[config.mk]
export PLATFORM = sky130hd
export DESIGN_NAME = dual_rename_table
export DESIGN_NICKNAME = d
export VERILOG_FILES = /design/src/rtl/rat_pkg.sv /design/src/rtl/rat_accept.sv /design/src/rtl/rat_src_lookup.sv /design/src/rtl/rat_table.sv /design/src/rtl/dual_rename_table.sv
export SDC_FILE = /design/constraint.sdc
export NUM_CORES = 1
export LEC_CHECK = 0
export CORE_MARGIN = 5
export CORE_UTILIZATION = 40
export DETAILED_ROUTE_END_ITERATION = 8
export GPL_TIMING_DRIVEN = 0
export PLACE_DENSITY = 0.63
export SYNTH_ARGS = -nofsm -noshare
export SYNTH_HDL_FRONTEND = slang
export SYNTH_HIERARCHICAL = 1
export SYNTH_SLANG_ARGS = --single-unit
[constraint.sdc]
create_clock -name clk -period 3.05 [get_ports clk]
set_clock_uncertainty 0.2 [all_clocks]
set_input_delay 0.61 -clock clk [delete_from_list [all_inputs] [get_ports clk]]
set_output_delay 0.61 -clock clk [all_outputs]
set_load 0.005 [all_outputs]
[src/rtl/rat_pkg.sv]
package rat_pkg;

    // Number of source operands reported per cycle (two slots, two sources each).
    localparam int SRC_PER_SLOT = 2;
    localparam int SLOTS        = 2;
    localparam int NUM_SRC      = SRC_PER_SLOT * SLOTS;

    // Accepted-count encoding.
    typedef enum logic [1:0] {
        ACC_NONE = 2'd0,
        ACC_ONE  = 2'd1,
        ACC_TWO  = 2'd2
    } acc_cnt_e;

endpackage

[src/rtl/rat_accept.sv]
module rat_accept
    import rat_pkg::*;
(
    input  logic       in0_valid,
    input  logic       in1_valid,
    input  logic [1:0] free_slots,
    output logic       take0,
    output logic       take1,
    output acc_cnt_e   count
);

    always_comb begin
        take0 = in0_valid && (free_slots != 2'd0);
        take1 = take0 && in1_valid && (free_slots >= 2'd2);
        if (take1) begin
            count = ACC_TWO;
        end else if (take0) begin
            count = ACC_ONE;
        end else begin
            count = ACC_NONE;
        end
    end

endmodule

[src/rtl/rat_src_lookup.sv]
module rat_src_lookup #(
    parameter int NUM_AREGS = 32,
    parameter int TAG_W     = 6,
    localparam int AREG_W   = $clog2(NUM_AREGS)
) (
    input  logic [NUM_AREGS-1:0]            map_busy,
    input  logic [NUM_AREGS-1:0][TAG_W-1:0] map_tag,
    input  logic [AREG_W-1:0]               src,
    input  logic                            byp_en,
    input  logic [AREG_W-1:0]               byp_dst,
    input  logic [TAG_W-1:0]                byp_tag,
    output logic                            busy,
    output logic [TAG_W-1:0]                tag
);

    always_comb begin
        if (byp_en && (src == byp_dst)) begin
            busy = 1'b1;
            tag  = byp_tag;
        end else begin
            busy = map_busy[src];
            tag  = map_busy[src] ? map_tag[src] : '0;
        end
    end

endmodule

[src/rtl/rat_table.sv]
module rat_table #(
    parameter int NUM_AREGS = 32,
    parameter int TAG_W     = 6,
    localparam int AREG_W   = $clog2(NUM_AREGS)
) (
    input  logic                            clk,
    input  logic                            rst_n,
    input  logic                            wr0_en,
    input  logic [AREG_W-1:0]               wr0_reg,
    input  logic [TAG_W-1:0]                wr0_tag,
    input  logic                            wr1_en,
    input  logic [AREG_W-1:0]               wr1_reg,
    input  logic [TAG_W-1:0]                wr1_tag,
    input  logic                            clr_en,
    input  logic [AREG_W-1:0]               clr_reg,
    input  logic [TAG_W-1:0]                clr_tag,
    output logic [NUM_AREGS-1:0]            map_busy,
    output logic [NUM_AREGS-1:0][TAG_W-1:0] map_tag
);

    typedef struct packed {
        logic [NUM_AREGS-1:0]            busy;
        logic [NUM_AREGS-1:0][TAG_W-1:0] tag;
    } table_t;

    table_t tbl_d, tbl_q;

    always_comb begin
        tbl_d = tbl_q;
        for (int r = 0; r < NUM_AREGS; r++) begin
            // The younger writer takes priority, then the older one, then a clear.
            if (wr1_en && (wr1_reg == AREG_W'(r))) begin
                tbl_d.busy[r] = 1'b1;
                tbl_d.tag[r]  = wr1_tag;
            end else if (wr0_en && (wr0_reg == AREG_W'(r))) begin
                tbl_d.busy[r] = 1'b1;
                tbl_d.tag[r]  = wr0_tag;
            end else if (clr_en && (clr_reg == AREG_W'(r)) &&
                         tbl_q.busy[r] && (tbl_q.tag[r] == clr_tag)) begin
                tbl_d.busy[r] = 1'b0;
                tbl_d.tag[r]  = '0;
            end
        end
    end

    always_ff @(posedge clk) begin
        if (!rst_n) begin
            tbl_q <= '0;
        end else begin
            tbl_q <= tbl_d;
        end
    end

    assign map_busy = tbl_q.busy;
    assign map_tag  = tbl_q.tag;

endmodule

[src/rtl/dual_rename_table.sv]
module dual_rename_table
    import rat_pkg::*;
#(
    parameter int NUM_AREGS = 32,
    parameter int ROB_DEPTH = 64,
    localparam int AREG_W   = $clog2(NUM_AREGS),
    localparam int TAG_W    = $clog2(ROB_DEPTH)
) (
    input  logic                          clk,
    input  logic                          rst_n,
    input  logic                          in0_valid,
    input  logic                          in0_wr,
    input  logic [AREG_W-1:0]             in0_src_a,
    input  logic [AREG_W-1:0]             in0_src_b,
    input  logic [AREG_W-1:0]             in0_dst,
    input  logic                          in1_valid,
    input  logic                          in1_wr,
    input  logic [AREG_W-1:0]             in1_src_a,
    input  logic [AREG_W-1:0]             in1_src_b,
    input  logic [AREG_W-1:0]             in1_dst,
    input  logic [1:0]                    free_slots,
    input  logic [TAG_W-1:0]              tail_tag,
    input  logic                          commit_valid,
    input  logic [AREG_W-1:0]             commit_areg,
    input  logic [TAG_W-1:0]              commit_tag,
    output logic [NUM_SRC-1:0]            src_busy,
    output logic [NUM_SRC-1:0][TAG_W-1:0] src_tag,
    output logic [1:0]                    num_accepted
);

    logic                            take0, take1;
    acc_cnt_e                        acc_cnt;
    logic [TAG_W-1:0]                tag_next;
    logic [NUM_AREGS-1:0]            map_busy;
    logic [NUM_AREGS-1:0][TAG_W-1:0] map_tag;
    logic [NUM_SRC-1:0][AREG_W-1:0]  src_sel;
    logic                            grp_byp;

    assign tag_next = tail_tag + TAG_W'(1);
    assign grp_byp  = in0_valid && in0_wr;
    assign src_sel  = {in1_src_b, in1_src_a, in0_src_b, in0_src_a};

    rat_accept u_accept (
        .in0_valid  (in0_valid),
        .in1_valid  (in1_valid),
        .free_slots (free_slots),
        .take0      (take0),
        .take1      (take1),
        .count      (acc_cnt)
    );

    assign num_accepted = acc_cnt;

    rat_table #(
        .NUM_AREGS (NUM_AREGS),
        .TAG_W     (TAG_W)
    ) u_table (
        .clk      (clk),
        .rst_n    (rst_n),
        .wr0_en   (take0 && in0_wr),
        .wr0_reg  (in0_dst),
        .wr0_tag  (tail_tag),
        .wr1_en   (take1 && in1_wr),
        .wr1_reg  (in1_dst),
        .wr1_tag  (tag_next),
        .clr_en   (commit_valid),
        .clr_reg  (commit_areg),
        .clr_tag  (commit_tag),
        .map_busy (map_busy),
        .map_tag  (map_tag)
    );

    // Sources 0..1 belong to slot 0 (no bypass); 2..3 to slot 1 (bypass from slot 0).
    for (genvar s = 0; s < NUM_SRC; s++) begin : g_src
        rat_src_lookup #(
            .NUM_AREGS (NUM_AREGS),
            .TAG_W     (TAG_W)
        ) u_lookup (
            .map_busy (map_busy),
            .map_tag  (map_tag),
            .src      (src_sel[s]),
            .byp_en   ((s >= SRC_PER_SLOT) ? grp_byp : 1'b0),
            .byp_dst  (in0_dst),
            .byp_tag  (tail_tag),
            .busy     (src_busy[s]),
            .tag      (src_tag[s])
        );
    end

endmodule

==> reports/metrics.cfg <==
[global_routing]
grt_antenna_before_repair = 9
grt_start_max_net_pins = 17
grt-ovfl-total = 0
grtUsageTotal_pct = 43.6
grt_first_pass_wirelength_microns = 192000
grt_pass1_vias = 23500

[die]
coreArea_sq_um = 56500
num_rows = 87
initial_utilization_pct = 40.5
die_x_microns = 249
die-area_sq_um = 62000
io_pins = 86
die_y_microns = 249

[yosys]
synth-adder-area-share_pct = 0.0547
synthSimpleGateAreaFrac_pct = 17.3
ys_ff_latch = 224
synth_cell_types = 58
yosysWarnings = 6
async_flop_share_pct = 0
synth_compound_area_share_pct = 22.9
synth_ff_type = dfxtp_1
synth.avg_cell_area_sq_um = 9.03
synth_top_family_by_area = multiplexers
synth.mux.area_fraction_pct = 25.0
synthCells = 2533
synth_xor_area_share_pct = 8.27
synth_edf_count = 0
ys_seq_area_share_pct = 19.6
synthesis.area_sq_um = 22900

[drt]
num_vias = 25400
wl_per_cell_microns = 41.7
vias_per_cell = 7.39
ant_nets = 0
wl_microns = 143000
drt-initial-drc-count = 4148
drtPass1Iterations = 6
route.detailed.drc = 0

[worst_setup_path]
cp.required_ns = 2.24
timing_worst_setup_path_type = reg -> out
cp_max_fo = 5
critPathArrivalTime_ns = 2.73
critPathLaunch = u_table/map_tag[92]
startpoint_type = flip-flop
r2r_start = u_table/map_tag[163]
endpoint_kind = output port

[placement]
pre_cts_ws_ns = -1.80
gp_congestion = 1.11
numPortBuffers = 62
dpl.hpwl_microns = 115000

[sta]
rsz0062_at_grt = true
postLayoutSetupSlackWorst_ns = -0.486
fmax_ghz = 0.283
slew_headroom_pct = 31.7
worstMarginPinSlew_ns = 1.02
setup_viol = 52
hold_violations = 0
tns_ns = -9.89
period_share_pct = 116
final_max_slew_viol_count = 0
period_needed_ns = 3.54

[clocking]
clk_pin_slew_worst_paths_ns = 0.07
htreeDepth = 1
cts_tree = done
cts_buffer_depth = 3
insertion_delay_ns = 0.56
cts_sinks = 224
root_buffer = clkbuf_16
numCtsBuffers = 23

[finish]
multi_input_area_sq_um = 17100
register_area_sq_um = 4790
nets = 2713
syn_to_final_growth_pct = 15.2
drive_above_1_share_pct = 27.8
nFillCells = 5518
fin_util_pct = 46.6

[hold_path]
worstHoldPathType = reg -> reg
hp-start = u_table/map_tag[76]

[power_and_ir_drop]
powerDensity_nw_per_um2 = 300
ir_drop_mv = 0.352
p_leak_nw = 8.65

[outcome]
status = complete, but fails checks
violations = setup timing

[job]
maxCapViolations = 0

## through the flow
step	instances	instance area, sq um	power, mW	hold WS (ns)
2_1_floorplan	2534	22900	4.06	0.273
4_1_cts	3421	26100	7.80	0.323
3_3_place_gp	3352	24400	4.81	0.341
6_report	3433	26300	7.89	0.333
5_1_grt	3430	26300	8.01	0.343
3_5_place_dp	3352	24400	4.81	0.365
## layout make-up
cell class              count  area share, %
inverters                   9          0.128
clock inverters            16          0.632
plain buffers             285           7.14
well taps                 756           3.59
repair buffers            103           3.17
clock buffers              26           2.27
multi-input cells        2010           64.8
diodes                      4         0.0380
flip-flops and latches    224           18.2
## path summary, 6_finish.rpt
path / end / slack (ns) / cells past startpoint
worst max register to register: u_table/map_tag[166] / 0.73 / 4
worst max-delay path: src_tag[14] / -0.49 / 5
worst min-delay path: u_table/map_tag[76] / 0.33 / 2
worst min register to register: u_table/map_tag[76] / 0.33 / 2
## state kept, by name, indices dropped and copies added (netlist names)
name and count:
u_table/map_busy 32, u_table/map_tag 192
## cell usage in the layout (no fill, tap or decap), types with 21 or more instances in the layout
cell       synthesis  final
a22oi_1           70     46
nor2_1            74     67
buf_2             93     91
nand2_1          269    269
mux2i_1          104    103
a21oi_1           32     31
clkbuf_16          0     23
nand4_1           57     57
o31ai_2            0     23
and2_1            24     21
o21ai_0           52     51
xnor2_1          175    175
xor2_1            41     41
o2bb2ai_1        192    192
mux2_2            48     48
buf_6             20     44
mux4_2           104    148
dfxtp_2            0     68
a21boi_0          32     32
mux4_1            68     24
dfxtp_4            0     59
nand3_1          240    239
a22oi_2            2     26
clkbuf_1         121     96
o31ai_1          216    193
buf_4             24     58
buf_8              8     21
dfxtp_1          224     97
## routing by layer
metal	share of wire [%]	GRT usage (%)
met4	9.7	30.2
met2	40	63.2
met3	14	11.8
met5	0.036	0
met1	36	56.5
## critical path: stages (launching register included)
cell,delay [ns]
dfxtp_4,0.39
mux4_2,0.49
mux4_2,0.64
a22oi_2,0.41
o31ai_1,0.12
buf_2,0.14
## what timing repair did
item                                    CTS  global route
gates cloned                              1             0
endpoints found under the setup margin  179           146
setup buffers                            31            10
gates resized for setup                 539            96
hold buffers                              0             0
pin swaps                                55            35
## cells in the mapped netlist (9+ instances only)
| cell type | count | area, sq um |
|---|---|---|
| nand2_1 | 269 | 1010 |
| nand3_1 | 240 | 1200 |
| dfxtp_1 | 224 | 4480 |
| o31ai_1 | 216 | 1620 |
| o2bb2ai_1 | 192 | 1680 |
| xnor2_1 | 175 | 1530 |
| clkbuf_1 | 121 | 454 |
| mux2i_1 | 104 | 1040 |
| mux4_2 | 104 | 2340 |
| buf_2 | 93 | 465 |
| nor2_1 | 74 | 278 |
| a22oi_1 | 70 | 526 |
| mux4_1 | 68 | 1790 |
| nand4_1 | 57 | 357 |
| o21ai_0 | 52 | 260 |
| mux2_2 | 48 | 541 |
| xor2_1 | 41 | 359 |
| a21boi_0 | 32 | 240 |
| a21oi_1 | 32 | 160 |
| and2_1 | 24 | 150 |
| buf_4 | 24 | 180 |
| o221ai_1 | 24 | 210 |
| buf_1 | 22 | 82.6 |
| o21ai_1 | 21 | 105 |
| a221o_1 | 20 | 200 |
| buf_6 | 20 | 225 |
| nor2b_1 | 19 | 119 |
| and3b_1 | 16 | 140 |
| nand2b_1 | 14 | 87.6 |
| o21ai_2 | 10 | 87.6 |
| and4b_1 | 9 | 90.1 |
| and4bb_2 | 9 | 113 |
| inv_1 | 9 | 33.8 |
## cell families after synthesis
kind of cell	after synthesis
compound gates	686
fa+ha+maj	1
mux	324
flops	224
simple gates	781
buf+inv	300
other cells	1
xor+xnor	216
## power by group
part | total (mW) | internal, mW | switching [mW]
Sequential | 2.94 | 2.89 | 0.0497
Clock | 2.99 | 1.62 | 1.38
Combinational | 1.96 | 0.641 | 1.32
(Power assumes the default switching activity.)
